<file path="src/rtl/tmr_pkg.sv">
package tmr_pkg;
    typedef enum logic [1:0] {
        M_FREE   = 2'd0,
        M_CLR    = 2'd1,
        M_PC_MAX = 2'd2,
        M_PC_CMP = 2'd3
    } tmr_mode_e;

    typedef enum logic [1:0] {
        A_HOLD   = 2'd0,
        A_TOGGLE = 2'd1,
        A_CLR_UP = 2'd2,
        A_SET_UP = 2'd3
    } wave_act_e;

    localparam int unsigned RA_CTRL   = 0;
    localparam int unsigned RA_OUTCTL = 1;
    localparam int unsigned RA_COUNT  = 2;
    localparam int unsigned RA_MASK   = 3;
    localparam int unsigned RA_FLAG   = 4;
    localparam int unsigned RA_CMP0   = 5;
endpackage

</file>
<file path="src/rtl/tmr_tick_sel.sv">
module tmr_tick_sel #(
    parameter int unsigned NUM_PRE = 5,
    parameter int unsigned SEL_W   = 3
) (
    input  logic               clk,
    input  logic               rst_n,
    input  logic [SEL_W-1:0]   sel,
    input  logic [NUM_PRE-1:0] presc,
    input  logic               ext_pin,
    output logic               tick
);
    localparam logic [SEL_W-1:0] SEL_RISE = '1;
    localparam logic [SEL_W-1:0] SEL_FALL = SEL_RISE - 1'b1;

    typedef struct packed {
        logic s1;
        logic s2;
        logic s3;
    } sync_t;

    sync_t st_d, st_q;
    logic  rise, fall;

    always_comb begin
        st_d.s1 = ext_pin;
        st_d.s2 = st_q.s1;
        st_d.s3 = st_q.s2;
        rise    = st_q.s2 & ~st_q.s3;
        fall    = ~st_q.s2 & st_q.s3;
        tick    = 1'b0;
        if (sel == SEL_RISE) begin
            tick = rise;
        end else if (sel == SEL_FALL) begin
            tick = fall;
        end else begin
            for (int i = 0; i < int'(NUM_PRE); i++) begin
                if (sel == SEL_W'(i + 1)) tick = presc[i];
            end
        end
    end

    always_ff @(posedge clk or negedge rst_n) begin
        if (!rst_n) st_q <= '0;
        else        st_q <= st_d;
    end

    // an edge tick requires the synchronized pin to have moved one cycle earlier
    p_edge_needs_change_r2: assert property (@(posedge clk) disable iff (!rst_n)
        (tick && (sel == SEL_RISE || sel == SEL_FALL)) |-> (st_q.s2 != st_q.s3));
endmodule

</file>
<file path="src/rtl/tmr_core.sv">
module tmr_core import tmr_pkg::*; #(
    parameter int unsigned W = 8
) (
    input  logic         clk,
    input  logic         rst_n,
    input  logic         tick,
    input  tmr_mode_e    mode,
    input  logic [W-1:0] top,
    input  logic         ld_en,
    input  logic [W-1:0] ld_val,
    input  logic         dir_clr,
    output logic [W-1:0] cnt,
    output logic         down
);
    typedef struct packed {
        logic [W-1:0] cnt;
        logic         down;
    } core_t;

    core_t c_d, c_q;

    always_comb begin
        c_d = c_q;
        if (ld_en) begin
            c_d.cnt = ld_val;
        end else if (tick) begin
            unique case (mode)
                M_FREE: begin
                    c_d.cnt  = c_q.cnt + 1'b1;
                    c_d.down = 1'b0;
                end
                M_CLR: begin
                    c_d.cnt  = (c_q.cnt == top) ? '0 : c_q.cnt + 1'b1;
                    c_d.down = 1'b0;
                end
                default: begin
                    if (!c_q.down) begin
                        if (c_q.cnt >= top) begin
                            c_d.down = 1'b1;
                            c_d.cnt  = (c_q.cnt == '0) ? '0 : c_q.cnt - 1'b1;
                        end else begin
                            c_d.cnt = c_q.cnt + 1'b1;
                        end
                    end else if (c_q.cnt == '0) begin
                        c_d.down = 1'b0;
                        c_d.cnt  = (top == '0) ? '0 : W'(1);
                    end else begin
                        c_d.cnt = c_q.cnt - 1'b1;
                    end
                end
            endcase
        end
        if (dir_clr) c_d.down = 1'b0;
    end

    always_ff @(posedge clk or negedge rst_n) begin
        if (!rst_n) c_q <= '0;
        else        c_q <= c_d;
    end

    assign cnt  = c_q.cnt;
    assign down = c_q.down;

    p_idle_hold_r2: assert property (@(posedge clk) disable iff (!rst_n)
        (!tick && !ld_en) |=> $stable(cnt));

    p_clr_wrap_r4: assert property (@(posedge clk) disable iff (!rst_n)
        (tick && !ld_en && mode == M_CLR && cnt == top) |=> (cnt == '0));

    p_turn_only_at_ends_r5: assert property (@(posedge clk) disable iff (!rst_n)
        (tick && !ld_en && !dir_clr && mode[1] && cnt != '0 && cnt < top) |=> $stable(down));
endmodule

</file>
<file path="src/rtl/tmr_chan.sv">
module tmr_chan import tmr_pkg::*; #(
    parameter int unsigned W = 8
) (
    input  logic         clk,
    input  logic         rst_n,
    input  logic         tick,
    input  logic         pwm,
    input  logic         at_top,
    input  logic         down,
    input  logic [W-1:0] cnt,
    input  logic [W-1:0] buf_val,
    input  wave_act_e    act,
    output logic [W-1:0] cmp_val,
    output logic         match,
    output logic         wave
);
    typedef struct packed {
        logic [W-1:0] held;
        logic         wave;
    } chan_t;

    chan_t h_d, h_q;

    always_comb begin
        h_d     = h_q;
        cmp_val = pwm ? h_q.held : buf_val;
        match   = tick && (cnt == cmp_val);
        if (!pwm || (tick && at_top)) h_d.held = buf_val;
        if (match) begin
            unique case (act)
                A_TOGGLE: h_d.wave = ~h_q.wave;
                A_CLR_UP: h_d.wave = down;
                A_SET_UP: h_d.wave = ~down;
                default:  h_d.wave = h_q.wave;
            endcase
        end
    end

    always_ff @(posedge clk or negedge rst_n) begin
        if (!rst_n) h_q <= '0;
        else        h_q <= h_d;
    end

    assign wave = h_q.wave;

    p_wave_quiet_r10: assert property (@(posedge clk) disable iff (!rst_n)
        !match |=> $stable(wave));

    p_held_cmp_r6: assert property (@(posedge clk) disable iff (!rst_n)
        (pwm && !(tick && at_top)) |=> (!pwm || $stable(cmp_val)));
endmodule

</file>
<file path="src/rtl/tmr_dual_cmp.sv">
module tmr_dual_cmp import tmr_pkg::*; #(
    parameter  int unsigned W       = 8,
    parameter  int unsigned NUM_CH  = 2,
    parameter  int unsigned NUM_PRE = 5,
    localparam int unsigned ADDR_W  = $clog2(RA_CMP0 + NUM_CH)
) (
    input  logic               clk,
    input  logic               rst_n,
    input  logic               bus_wr,
    input  logic [ADDR_W-1:0]  bus_addr,
    input  logic [W-1:0]       bus_wdata,
    output logic [W-1:0]       bus_rdata,
    input  logic [NUM_PRE-1:0] presc_tick,
    input  logic               ext_pin,
    output logic [NUM_CH-1:0]  wave,
    output logic               irq
);
    localparam int unsigned SEL_W = 3;

    typedef struct packed {
        logic [SEL_W-1:0]           cs;
        tmr_mode_e                  mode;
        logic [2*NUM_CH-1:0]        oact;
        logic [NUM_CH-1:0]          mask;
        logic [NUM_CH-1:0]          flag;
        logic [NUM_CH-1:0][W-1:0]   cmp;
    } regs_t;

    regs_t             r_d, r_q;
    logic              tick_raw, tick, cnt_wr, ctrl_wr, flag_wr, pwm, at_top, cnt_down;
    logic [W-1:0]      cnt, top_val;
    logic [W-1:0]      cmp_val [NUM_CH];
    logic [NUM_CH-1:0] match;

    assign ctrl_wr = bus_wr && (bus_addr == ADDR_W'(RA_CTRL));
    assign cnt_wr  = bus_wr && (bus_addr == ADDR_W'(RA_COUNT));
    assign flag_wr = bus_wr && (bus_addr == ADDR_W'(RA_FLAG));
    assign tick    = tick_raw & ~cnt_wr;
    assign pwm     = r_q.mode[1];
    assign top_val = (r_q.mode == M_CLR || r_q.mode == M_PC_CMP) ? cmp_val[0] : '1;
    assign at_top  = (cnt == top_val);
    assign irq     = |(r_q.flag & r_q.mask);

    tmr_tick_sel #(.NUM_PRE(NUM_PRE), .SEL_W(SEL_W)) u_sel (
        .clk(clk), .rst_n(rst_n), .sel(r_q.cs), .presc(presc_tick),
        .ext_pin(ext_pin), .tick(tick_raw)
    );

    tmr_core #(.W(W)) u_core (
        .clk(clk), .rst_n(rst_n), .tick(tick), .mode(r_q.mode), .top(top_val),
        .ld_en(cnt_wr), .ld_val(bus_wdata), .dir_clr(ctrl_wr),
        .cnt(cnt), .down(cnt_down)
    );

    for (genvar k = 0; k < int'(NUM_CH); k++) begin : g_ch
        tmr_chan #(.W(W)) u_ch (
            .clk(clk), .rst_n(rst_n), .tick(tick), .pwm(pwm), .at_top(at_top),
            .down(cnt_down), .cnt(cnt), .buf_val(r_q.cmp[k]),
            .act(wave_act_e'(r_q.oact[2*k +: 2])),
            .cmp_val(cmp_val[k]), .match(match[k]), .wave(wave[k])
        );

        p_flag_on_match_r7: assert property (@(posedge clk) disable iff (!rst_n)
            match[k] |=> r_q.flag[k]);
    end

    always_comb begin
        r_d = r_q;
        if (ctrl_wr) begin
            r_d.cs   = bus_wdata[SEL_W-1:0];
            r_d.mode = tmr_mode_e'(bus_wdata[4:3]);
        end
        if (bus_wr && bus_addr == ADDR_W'(RA_OUTCTL)) r_d.oact = bus_wdata[2*NUM_CH-1:0];
        if (bus_wr && bus_addr == ADDR_W'(RA_MASK))   r_d.mask = bus_wdata[NUM_CH-1:0];
        for (int k = 0; k < int'(NUM_CH); k++) begin
            if (bus_wr && bus_addr == ADDR_W'(RA_CMP0 + k)) r_d.cmp[k] = bus_wdata;
        end
        r_d.flag = (r_q.flag & ~(flag_wr ? bus_wdata[NUM_CH-1:0] : '0)) | match;
    end

    always_ff @(posedge clk or negedge rst_n) begin
        if (!rst_n) r_q <= '0;
        else        r_q <= r_d;
    end

    always_comb begin
        bus_rdata = '0;
        if (bus_addr == ADDR_W'(RA_CTRL)) begin
            bus_rdata[SEL_W-1:0] = r_q.cs;
            bus_rdata[4:3]       = r_q.mode;
            bus_rdata[W-1]       = cnt_down;
        end else if (bus_addr == ADDR_W'(RA_OUTCTL)) begin
            bus_rdata[2*NUM_CH-1:0] = r_q.oact;
        end else if (bus_addr == ADDR_W'(RA_COUNT)) begin
            bus_rdata = cnt;
        end else if (bus_addr == ADDR_W'(RA_MASK)) begin
            bus_rdata[NUM_CH-1:0] = r_q.mask;
        end else if (bus_addr == ADDR_W'(RA_FLAG)) begin
            bus_rdata[NUM_CH-1:0] = r_q.flag;
        end
        for (int k = 0; k < int'(NUM_CH); k++) begin
            if (bus_addr == ADDR_W'(RA_CMP0 + k)) bus_rdata = r_q.cmp[k];
        end
    end

    p_stopped_holds_r2: assert property (@(posedge clk) disable iff (!rst_n)
        (r_q.cs == '0 && !cnt_wr) |=> $stable(cnt));

    p_irq_needs_mask_r9: assert property (@(posedge clk) disable iff (!rst_n)
        (r_q.mask == '0) |-> !irq);

    p_write_beats_tick_r11: assert property (@(posedge clk) disable iff (!rst_n)
        cnt_wr |=> (cnt == $past(bus_wdata)));
endmodule

</file>
<file path="config.mk">
export PLATFORM = sky130hd
export DESIGN_NAME = tmr_dual_cmp
export DESIGN_NICKNAME = d
export VERILOG_FILES = /design/src/rtl/tmr_pkg.sv /design/src/rtl/tmr_tick_sel.sv /design/src/rtl/tmr_core.sv /design/src/rtl/tmr_chan.sv /design/src/rtl/tmr_dual_cmp.sv
export SDC_FILE = /design/constraint.sdc
export NUM_CORES = 1
export LEC_CHECK = 0
export BUFFER_PORTS_ARGS = -buffer_cell sky130_fd_sc_hd__buf_2
export CORE_UTILIZATION = 55
export DETAILED_ROUTE_END_ITERATION = 10
export GPL_TIMING_DRIVEN = 0
export HOLD_SLACK_MARGIN = 0.06
export PLACE_DENSITY_LB_ADDON = 0.05
export SLEW_MARGIN = 20
export SYNTH_ARGS = -nofsm -noshare
export SYNTH_HDL_FRONTEND = slang
export SYNTH_SLANG_ARGS = --single-unit
</file>
<file path="constraint.sdc">
create_clock -name clk -period 3.3 [get_ports clk]
set_input_delay 0.165 -clock clk [delete_from_list [all_inputs] [get_ports clk]]
set_output_delay 0.165 -clock clk [all_outputs]
set_load 0.005 [all_outputs]
</file>
==> metrics.yaml <==
clock_tree:
  path_clk_slew_ns: 0.07
  clockRootBuffer: "clkbuf_8"
  cts_tree: "done"
  clk-insertion-delay-late_ns: 0.34
  cts_inserted_buffers: 9
  clock-sinks: 59
  post_cts_buffers: 0
  cts.path.max_buffers: 2
  cts_max_level: 3
logic_synthesis:
  synth.yosys.seq_area_share: 0.3816
  synth.distinct_cells: 56
  synthCells: 382
  ys_ff_latch: 59
  ys_async_sr_fraction: 1.000
  syn-num-nets: 413
  syn_area_mm2: 0.003869
  yosys_warnings: 0
  synth_edf_count: 0
  synth_flop_cell: "dfrtp_1"
  avgSynthCellArea_um2: 10.13
setup_path:
  end_kind: "flip-flop"
  crit_path_max_fanout: 10
  reg2regPathDepth: 9
  worstSetupPathType: "reg2reg"
  worstPathArrival_ns: 3.29
  required_ns: 3.57
  rrSetupSlack_ns: 0.28
  critPathLaunchType: "flip-flop"
cells_and_area:
  drive_gt1_frac: 0.2150
  fin_area_mm2: 0.004379
  antennaDiodeCount: 0
  layout.cells.non_filler: 524
  layout_commonest_cell: "dfrtp_1"
  final_cell_mix: "59 x dfrtp_1, 31 x mux2_2, 28 x buf_2, 25 x nand2_1, 24 x mux2i_1"
  syn_to_final_growth_pct: 13.20
  layout.nets: 455
run:
  drv_cap: 0
placement:
  gp_congestion: 0.8936
  place_area_mm2: 0.004136
  dp.cells: 507
  hpwl_um: 7220
  place_ws_ns: -0.2467
  portBuffers: 29
sta:
  worst_pin_slew_ns: 0.9973
  finalClockSkew_ns: 0.01107
  tns_ns: 0
  period_needed_ns: 3.020
  period_share: 0.9151
  setup_viol: 0
  rsz0062_at_grt: "false"
  relSlewSlack: 0.3300
  slew_violations: 0
  max_freq_ghz: 0.3311
  hold_violations: 0
  finalWorstSetupSlack_ns: 0.2801
worst_hold_path:
  whs_path_depth: 3
  hp-class: "in2reg"
power:
  total_power_mw: 3.431
  p_leak_nw: 1.920
  p_per_area_mw_per_mm2: 783.6
  peakVddDrop_uv: 454.0
grt:
  grt_start_max_net_pins: 60
  overflow: 0
  grtUsageTotal: 0.2895
  grt_pass1_wl_um: 15730
  grt_pass1_vias: 2941
  antenna_found_initial: 0
floorplan:
  die_width_um: 85.87
  start_util: 0.5694
  die-area_mm2: 0.007374
  design.portCount: 31
  coreArea_mm2: 0.006794
  die_y_um: 85.87
  fp-row-count: 30
drt:
  drc: 0
  drt-pass1-iter-count: 5
  routed_via_density: 6.122
  drtIter0Drc: 211
  ant_nets: 0
  vias: 3208
  detail_route.wl_per_cell_um: 19.19
  finalWirelength_um: 10050
run_status:
  status: "finished clean"
-- metal layers --
metal,vias to the layer above,part of all wire,GRT usage
li1,1496,-,-
met2,117,0.44,0.4286
met3,23,0.066,0.05390
met5,-,0,0
met1,1572,0.46,0.4106
met4,0,0.028,0.1364
-- layout make-up --
cell class / count / area, um^2
Timing Repair Buffer: 31 / 167.7
Tap cell: 96 / 120.1
Buffer: 28 / 138.9
Clock buffer: 13 / 148.9
Multi-Input combinational cell: 286 / 2233
Inverter: 9 / 33.78
Fill cell: 568 / 2415
Clock inverter: 2 / 60.06
Sequential cell: 59 / 1476
-- cells by family (layout without fill, tap and decap cells) --
group / after synthesis / after routing / share of synthesized area
XOR/XNOR: 23 / 23 / 0.05207
AO/OA/AOI/OAI: 77 / 77 / 0.1384
multiplexers: 68 / 68 / 0.2028
adder cells (fa/ha/maj): 11 / 11 / 0.03558
flip-flops: 59 / 59 / 0.3816
AND/OR/NAND/NOR: 107 / 107 / 0.1455
buffers and inverters: 37 / 83 / 0.04398
-- critical path: stages (launching register included) --
cell	delay, ns
dfrtp_1	0.37
clkbuf_1	0.47
inv_1	0.26
ha_1	0.36
nand2b_1	0.16
a2111oi_2	0.46
o31a_1	0.33
nand3_1	0.11
a31oi_1	0.27
a221o_1	0.15
-- report_power, final --
| group | leakage, nW | switching [mW] | internal [mW] |
|---|---|---|---|
| clock | 0.104 | 0.274 | 0.443 |
| sequential | 0.721 | 0.194 | 0.940 |
| combinational | 1.10 | 0.862 | 0.720 |
-- state kept, by name, summed over array words and instances, names as in the netlist --
name,count
r_q,28
g_ch.u_ch.h_q,16
u_core.cnt,8
g_ch.u_ch.wave,2
u_sel.st_d,2
pwm,1
u_core.down,1
u_sel.st_q,1
-- what timing repair did --
item                                    in CTS  in global routing
hold endpoints to repair                    60                  0
hold buffers                                 2                  0
cloned                                       0                  0
endpoints found under the setup margin       8                  9
gates resized for setup                      3                  2
-- worst paths after layout --
| kind | to | from |
|---|---|---|
| max in group asynchronous | g_ch[1].u_ch.h_q[1]$_DFFE_PN0P_ | rst_n |
| hold / removal | u_core.cnt[6]$_DFFE_PN0P_ | bus_wdata[6] |
| setup / recovery | u_core.cnt[5]$_DFFE_PN0P_ | u_core.cnt[0]$_DFFE_PN0P_ |
| setup reg to reg | u_core.cnt[5]$_DFFE_PN0P_ | u_core.cnt[0]$_DFFE_PN0P_ |
| min in group asynchronous | u_core.cnt[7]$_DFFE_PN0P_ | rst_n |
| hold reg to reg | u_sel.st_d[0]$_DFF_PN0_ | u_sel.st_d[1]$_DFF_PN0_ |
-- metrics by stage --
| stage | util | hold slack [ns] |
|---|---|---|
| 4_1_cts | 0.6436 | 0.1037 |
| 3_5_place_dp | 0.6088 | 0.2749 |
| 5_1_grt | 0.6446 | 0.1237 |
| 3_3_place_gp | 0.6085 | 0.2744 |
| 2_1_floorplan | - | -0.1306 |
| 6_report | 0.6446 | 0.1265 |
-- cell usage after synthesis (5+ instances only) --
cell type | count | area, um^2
nand2_1 | 25 | 93.84
nor4_1 | 5 | 31.28
a21oi_1 | 9 | 45.04
inv_1 | 9 | 33.78
mux2i_1 | 24 | 240.2
nand4_1 | 11 | 68.82
a22oi_1 | 13 | 97.59
and2_1 | 10 | 62.56
clkbuf_1 | 22 | 82.58
nor2_1 | 18 | 67.56
mux2_4 | 10 | 150.1
mux2_2 | 31 | 349.1
dfrtp_1 | 59 | 1476
nand3_1 | 11 | 55.05
ha_1 | 11 | 137.6
o21ai_0 | 16 | 80.08
xnor2_1 | 19 | 166.4
Note: power is estimated with default switching activity, not from simulation.
